## src/rtl/brg_err_pkg.sv

```systemverilog
package brg_err_pkg;

   // Response the forwarding path gives back to the original requester
   typedef enum logic [1:0] {
      RSP_NONE       = 2'd0,
      RSP_TABORT     = 2'd1,
      RSP_DISCONNECT = 2'd2,
      RSP_ALL_ONES   = 2'd3
   } fwd_rsp_e;

   // A request during secondary reset outranks an abort seen on the far bus
   function automatic fwd_rsp_e pick_rsp(
      input logic tabort,
      input logic is_write,
      input logic sec_rst,
      input logic prim_req,
      input logic mam
   );
      if (sec_rst && prim_req)
         return mam ? RSP_TABORT : RSP_ALL_ONES;
      else if (tabort)
         return is_write ? RSP_TABORT : RSP_DISCONNECT;
      else
         return RSP_NONE;
   endfunction

endpackage

```

## src/rtl/brg_perr_pipe.sv

```systemverilog
module brg_perr_pipe #(
   parameter int DELAY   = 2,
   parameter bit OE_TAIL = 1'b1
) (
   input  logic clk,
   input  logic rst_n,
   input  logic flag_i,
   output logic perr_n_o,
   output logic oe_o
);

   if (DELAY < 2) begin : g_bad_delay
      $error("brg_perr_pipe: DELAY must be at least 2");
   end

   logic [DELAY-1:0] stage_q;
   logic             active;

   always_ff @(posedge clk or negedge rst_n) begin
      if (!rst_n) stage_q <= '0;
      else        stage_q <= {stage_q[DELAY-2:0], flag_i};
   end

   assign active   = stage_q[DELAY-1];
   assign perr_n_o = ~active;

   if (OE_TAIL) begin : g_tail
      logic tail_q;
      always_ff @(posedge clk or negedge rst_n) begin
         if (!rst_n) tail_q <= 1'b0;
         else        tail_q <= active;
      end
      assign oe_o = active | tail_q;
   end else begin : g_no_tail
      assign oe_o = active;
   end

endmodule

```

## src/rtl/brg_w1c_bit.sv

```systemverilog
module brg_w1c_bit (
   input  logic clk,
   input  logic rst_n,
   input  logic set_i,
   input  logic clr_i,
   output logic q_o
);

   // A set in the same cycle as a clear keeps the bit high
   always_ff @(posedge clk or negedge rst_n) begin
      if (!rst_n)     q_o <= 1'b0;
      else if (set_i) q_o <= 1'b1;
      else if (clr_i) q_o <= 1'b0;
   end

endmodule

```

## src/rtl/brg_abort_reflect.sv

```systemverilog
module brg_abort_reflect
   import brg_err_pkg::*;
(
   input  logic clk,
   input  logic rst_n,
   input  logic tabort_i,
   input  logic is_write_i,
   input  logic sec_rst_i,
   input  logic prim_req_i,
   input  logic mam_i,
   output logic rsp_tabort_o,
   output logic rsp_disc_o,
   output logic rsp_ones_o
);

   fwd_rsp_e rsp_q;

   always_ff @(posedge clk or negedge rst_n) begin
      if (!rst_n) rsp_q <= RSP_NONE;
      else        rsp_q <= pick_rsp(tabort_i, is_write_i, sec_rst_i, prim_req_i, mam_i);
   end

   assign rsp_tabort_o = (rsp_q == RSP_TABORT);
   assign rsp_disc_o   = (rsp_q == RSP_DISCONNECT);
   assign rsp_ones_o   = (rsp_q == RSP_ALL_ONES);

endmodule

```

## src/rtl/brg_err_status.sv

```systemverilog
module brg_err_status #(
   parameter int CMD_W      = 16,
   parameter int PER_BIT    = 6,
   parameter int MAM_BIT    = 5,
   parameter int DPE_BIT    = 15,
   parameter int MDPE_BIT   = 8,
   parameter int PERR_DELAY = 2,
   parameter bit OE_TAIL    = 1'b1
) (
   input  logic             clk,
   input  logic             rst_n,
   input  logic             dphase_vld_i,
   input  logic             dphase_par_bad_i,
   input  logic             is_master_i,
   input  logic             remote_perr_i,
   input  logic [CMD_W-1:0] cmd_reg_i,
   input  logic [CMD_W-1:0] brctl_reg_i,
   input  logic             stat_wr_i,
   input  logic [CMD_W-1:0] stat_wdata_i,
   output logic [CMD_W-1:0] stat_o,
   output logic             perr_n_o,
   output logic             perr_oe_o,
   input  logic             tabort_rcvd_i,
   input  logic             burst_write_i,
   input  logic             sec_rst_i,
   input  logic             prim_req_i,
   output logic             rsp_target_abort_o,
   output logic             rsp_disconnect_o,
   output logic             rsp_all_ones_o
);

   localparam int NSTK = 2;
   localparam int STK_POS [NSTK] = '{DPE_BIT, MDPE_BIT};

   if (PER_BIT >= CMD_W || MAM_BIT >= CMD_W) begin : g_bad_ctl
      $error("brg_err_status: control bit outside register width");
   end
   if (DPE_BIT >= CMD_W || MDPE_BIT >= CMD_W || DPE_BIT == MDPE_BIT) begin : g_bad_stat
      $error("brg_err_status: status bit positions invalid");
   end

   logic            bad_phase;
   logic            resp_en;
   logic            perr_flag;
   logic [NSTK-1:0] stk_set;
   logic [NSTK-1:0] stk_q;

   assign bad_phase = dphase_vld_i & dphase_par_bad_i;
   assign resp_en   = cmd_reg_i[PER_BIT];
   assign perr_flag = bad_phase & resp_en;

   // Index 0: detected parity (no gating); index 1: master data parity
   assign stk_set[0] = bad_phase;
   assign stk_set[1] = resp_en & is_master_i & (bad_phase | remote_perr_i);

   for (genvar g = 0; g < NSTK; g++) begin : g_stk
      brg_w1c_bit u_bit (
         .clk   (clk),
         .rst_n (rst_n),
         .set_i (stk_set[g]),
         .clr_i (stat_wr_i & stat_wdata_i[STK_POS[g]]),
         .q_o   (stk_q[g])
      );
   end

   always_comb begin
      stat_o = '0;
      for (int i = 0; i < NSTK; i++) stat_o[STK_POS[i]] = stk_q[i];
   end

   brg_perr_pipe #(
      .DELAY   (PERR_DELAY),
      .OE_TAIL (OE_TAIL)
   ) u_perr (
      .clk      (clk),
      .rst_n    (rst_n),
      .flag_i   (perr_flag),
      .perr_n_o (perr_n_o),
      .oe_o     (perr_oe_o)
   );

   brg_abort_reflect u_rsp (
      .clk          (clk),
      .rst_n        (rst_n),
      .tabort_i     (tabort_rcvd_i),
      .is_write_i   (burst_write_i),
      .sec_rst_i    (sec_rst_i),
      .prim_req_i   (prim_req_i),
      .mam_i        (brctl_reg_i[MAM_BIT]),
      .rsp_tabort_o (rsp_target_abort_o),
      .rsp_disc_o   (rsp_disconnect_o),
      .rsp_ones_o   (rsp_all_ones_o)
   );

endmodule

```

## config.mk

```make
export PLATFORM = sky130hd
export DESIGN_NAME = brg_err_status
export DESIGN_NICKNAME = d
export VERILOG_FILES = /design/src/rtl/brg_err_pkg.sv /design/src/rtl/brg_perr_pipe.sv /design/src/rtl/brg_w1c_bit.sv /design/src/rtl/brg_abort_reflect.sv /design/src/rtl/brg_err_status.sv
export SDC_FILE = /design/constraint.sdc
export NUM_CORES = 1
export LEC_CHECK = 0
export ABC_AREA = 1
export CORE_UTILIZATION = 19
export DETAILED_ROUTE_END_ITERATION = 16
export HOLD_SLACK_MARGIN = 0.05
export PLACE_DENSITY = 0.79
export REMOVE_ABC_BUFFERS = 1
export SLEW_MARGIN = 10
export SYNTH_ARGS = -nofsm -noshare
export SYNTH_HDL_FRONTEND = slang
export SYNTH_SLANG_ARGS = --single-unit
```

## constraint.sdc

```tcl
create_clock -name clk -period 0.9 [get_ports clk]
set_clock_uncertainty 0.05 [all_clocks]
set_input_delay 0.18 -clock clk [delete_from_list [all_inputs] [get_ports clk]]
set_output_delay 0.18 -clock clk [all_outputs]
set_load 0.05 [all_outputs]
```

# == Yosys cells after proc, flatten, opt, wreduce, memory -nomap -nowiden ==
# Index checks and enable logic that the tools add are counted.
# word_totals
regBits,7
# classes
eq_ne,3
muxes,8
bitwise_logic,9
n_reduce_logical,3
# ops
operator,count
$mux 2,4
$and 1x1->1,6
$eq 2x2->1 const B,2
$mux 1,4
$reduce_bool 2->1,2
$eq 2x1->1 const B,1
$or 1x1->1,2
$logic_and 1x1->1,1
$not 1->1,1

# == Depth between registers and ports, before layout ==
# depth
word_depth,4
mapped_depth,4

# == Cells and area by module ==
# From an unflattened synthesis, not the netlist that was laid out.
# hier_totals
cells_unflattened,58
area_unflattened_um2,431.7
# modules_own_cells
module,n_inst,cells_per_inst,area_each_um2,seq_area_each_um2
brg_err_status,1,26,157.7,0.0
brg_abort_reflect,1,16,105.1,50.0
brg_perr_pipe,1,6,88.8,75.1
brg_w1c_bit,2,5,40.0,25.0

# == Least setup slack after synthesis ==
# Ideal clock, no wire load.
# synth_path
kind,register to output
startpoint,register u_rsp.rsp_q[0]
endpoint,output port rsp_disconnect_o
t_arrival_ns,1.035
required_ns,0.670
path_slack_ns,-0.365
path_stages_with_launch,2
n_path_buf,0
path_cell_list,dfrtp_1 -> nor2_1
# synth_between
elab_chain_cells,1
# synth_lines
item,line_no,text
"start, declared",brg_abort_reflect.sv:16,fwd_rsp_e rsp_q;
"start signal, assigned",brg_abort_reflect.sv:20,"else rsp_q <= pick_rsp(tabort_i, is_write_i, sec_rst_i, prim_req_i, mam_i);"
$eq 2x2->1,brg_abort_reflect.sv:24,assign rsp_disc_o = (rsp_q == RSP_DISCONNECT);
"end, declared",brg_err_status.sv:28,"output logic rsp_disconnect_o,"
# Every way passes these cells.

# == Worst setup path after layout ==
# layout_path
startpoint,register u_perr.stage_q[1]
endpoint,output port perr_oe_o
# layout_between
elab_chain_cells,1
# layout_lines
item,line_no,text
"start, declared",brg_perr_pipe.sv:16,logic [DELAY-1:0] stage_q;
"start signal, assigned",brg_perr_pipe.sv:21,"else stage_q <= {stage_q[DELAY-2:0], flag_i};"
$or 1x1->1,brg_perr_pipe.sv:33,assign oe_o = active | tail_q;
"end, declared",brg_err_status.sv:22,"output logic perr_oe_o,"
# Every way passes these cells.

==> flow_metrics.tcl <==
set metrics [dict create \
    final_util_pct 34.3 \
    ant_nets 0 \
    dp_hpwl_um 625 \
    period_needed_ns 1.22 \
    cp-start-kind "flip-flop" \
    drv_cap 0 \
    hp-class "primary input to async pin" \
    via_count 323 \
    final_nets 135 \
    path_max_fanout 2 \
    rows 16 \
    numCtsBuffers 3 \
    drt_iter0_drc 3 \
    arrival_ns 0.99 \
    die_h_um 48.7 \
    yosysWarningCount 0 \
    tritoncts "yes" \
    synth_area_per_cell_um2 7.96 \
    dr.pass1.iters 3 \
    ys_seq_elements 7 \
    finalSetupViolCount 7 \
    power_mw 1.08 \
    wl_per_cell_um 6.87 \
    slew_violations 0 \
    status "finished with violations" \
    postCtsHoldBufs 0 \
    layout_setup_ws_ns -0.317 \
    holdWs_ns 0.141 \
    ys_seq_area_share_pct 42.3 \
    antenna_found_initial 0 \
    coreArea_um2 2000 \
    power_density_nw_per_um2 1570 \
    grt_pass1_wl_um 1120 \
    layout_commonest_cell "nand2_1" \
    gp_congestion 0.624 \
    area_growth_pct 65.9 \
    root_buffer "clkbuf_4" \
    dieWidth_um 48.7 \
    violations "setup timing" \
    fmax_mhz 822 \
    via_per_inst 3.17 \
    syn_area_um2 414 \
    drc 0 \
    clkTransAtPathRegs_ns 0.05 \
    final.fill_count 223 \
    path_class "flip-flop to primary output" \
    clockBufferDepth 2 \
    syn_inst 52 \
    final_cell_mix "nand2_1, conb_1, clkdlybuf4s50_1, dfrtp_1, buf_12" \
    htree_levels 1 \
    grt_overflow 0 \
    ir_worst_vdd_mv 0.640 \
    dieArea_um2 2370 \
    grt_max_degree 8 \
    antennaDiodeCount 0 \
    grt_usage_pct 6.39 \
    first_global_vias 303 \
    hold_violations 0 \
    p_leak_nw 0.361 \
    clkSinkCount 7 \
    yosysUniqueCellTypes 8 \
    clk_latency_ns 0.24 \
    portBuffers 21 \
    initial_core_util_pct 20.7 \
    ios 80 \
    end_kind "primary output" \
    rsz0062_at_grt "true" \
    drive_gt1_share_pct 21.3 \
    drt_wl_total_um 701 \
    fin_crit_sh_pct 135 \
    cts_setup_buffers 0 \
    critPathRequiredTime_ns 0.67 \
]
power breakdown:
part	total, mW	switching [mW]	internal (mW)
Sequential	0.358	0.0198	0.339
Clock	0.277	0.109	0.169
Combinational	0.442	0.277	0.165
worst max-delay path, stage by stage (launching register included):
cell	delay (ns)
dfrtp_1	0.37
or2_1	0.22
buf_6	0.15
area by class of cell:
type / instances / area [um^2] / area share (%)
multi-input cells: 35 / 146 / 21.3
clock buffers: 4 / 26.3 / 3.83
repair buffers: 22 / 279 / 40.6
flip-flops and latches: 7 / 175 / 25.5
well taps: 27 / 33.8 / 4.92
inverters: 7 / 26.3 / 3.83
stage by stage:
| step | setup TNS [ns] | std cells | setup WS (ns) | cell area [um^2] |
|---|---|---|---|---|
| floorplan | -0.855 | 49 | -0.365 | 343 |
| global placement | -0.535 | 98 | -0.101 | 652 |
| detailed placement | -0.639 | 98 | -0.147 | 652 |
| CTS | -1.76 | 102 | -0.332 | 687 |
| global route | -2.02 | 102 | -0.360 | 687 |
| finish | -1.71 | 102 | -0.317 | 687 |
sequential cells by signal (all words and copies together), names as in the netlist:
signal,flops
g_stk.u_bit.q_o,2
u_perr.stage_q,2
u_rsp.rsp_q,2
u_perr.g_tail.tail_q,1
synthesized netlist by cell type, drive strengths merged:
master | count | area (um^2)
buf | 16 | 120
nand2 | 15 | 56.3
dfrtp | 7 | 175
inv | 7 | 26.3
nor2 | 3 | 11.3
nand3b | 2 | 15.0
conb | 1 | 3.75
or2 | 1 | 6.26
path summary, 6_finish.rpt:
| path | start | to | slack [ns] | cells after the start |
|---|---|---|---|---|
| min | rst_n | u_perr.g_tail.tail_q | 0.14 | 1 |
| max | u_perr.stage_q[1] | perr_oe_o | -0.32 | 2 |
| max in group asynchronous | rst_n | u_perr.stage_q[1] | 0.43 | 1 |
| max reg2reg | g_stk[0].u_bit.q_o | g_stk[0].u_bit.q_o | 0.20 | 2 |
| min reg2reg | u_perr.stage_q[0] | u_perr.stage_q[1] | 0.30 | 0 |
| min in group clk | u_perr.stage_q[0] | u_perr.stage_q[1] | 0.30 | 0 |
routing by layer:
layer / wire, um / share of wire, % / global-route usage (%) / vias to the layer above
li1: - / - / - / 166
met1: 281 / 40 / 6.90 / 139
met2: 380 / 54 / 10.6 / 18
met3: 39 / 5.6 / 1.89 / 0
met4: 0 / 0 / 4.41 / 0
met5: 0 / 0 / 0 / -
cell families after synthesis:
| family | after synthesis | synth area share [%] |
|---|---|---|
| buffers and inverters | 23 | 35.3 |
| DFF | 7 | 42.3 |
| other | 1 | 0.905 |
| and+or+nand+nor | 21 | 21.4 |
timing repair:
item,CTS,global route
pin swaps,2,0
setup endpoints to repair,7,7
gates resized for setup,5,1
Note: power is estimated with default switching activity, not from simulation.
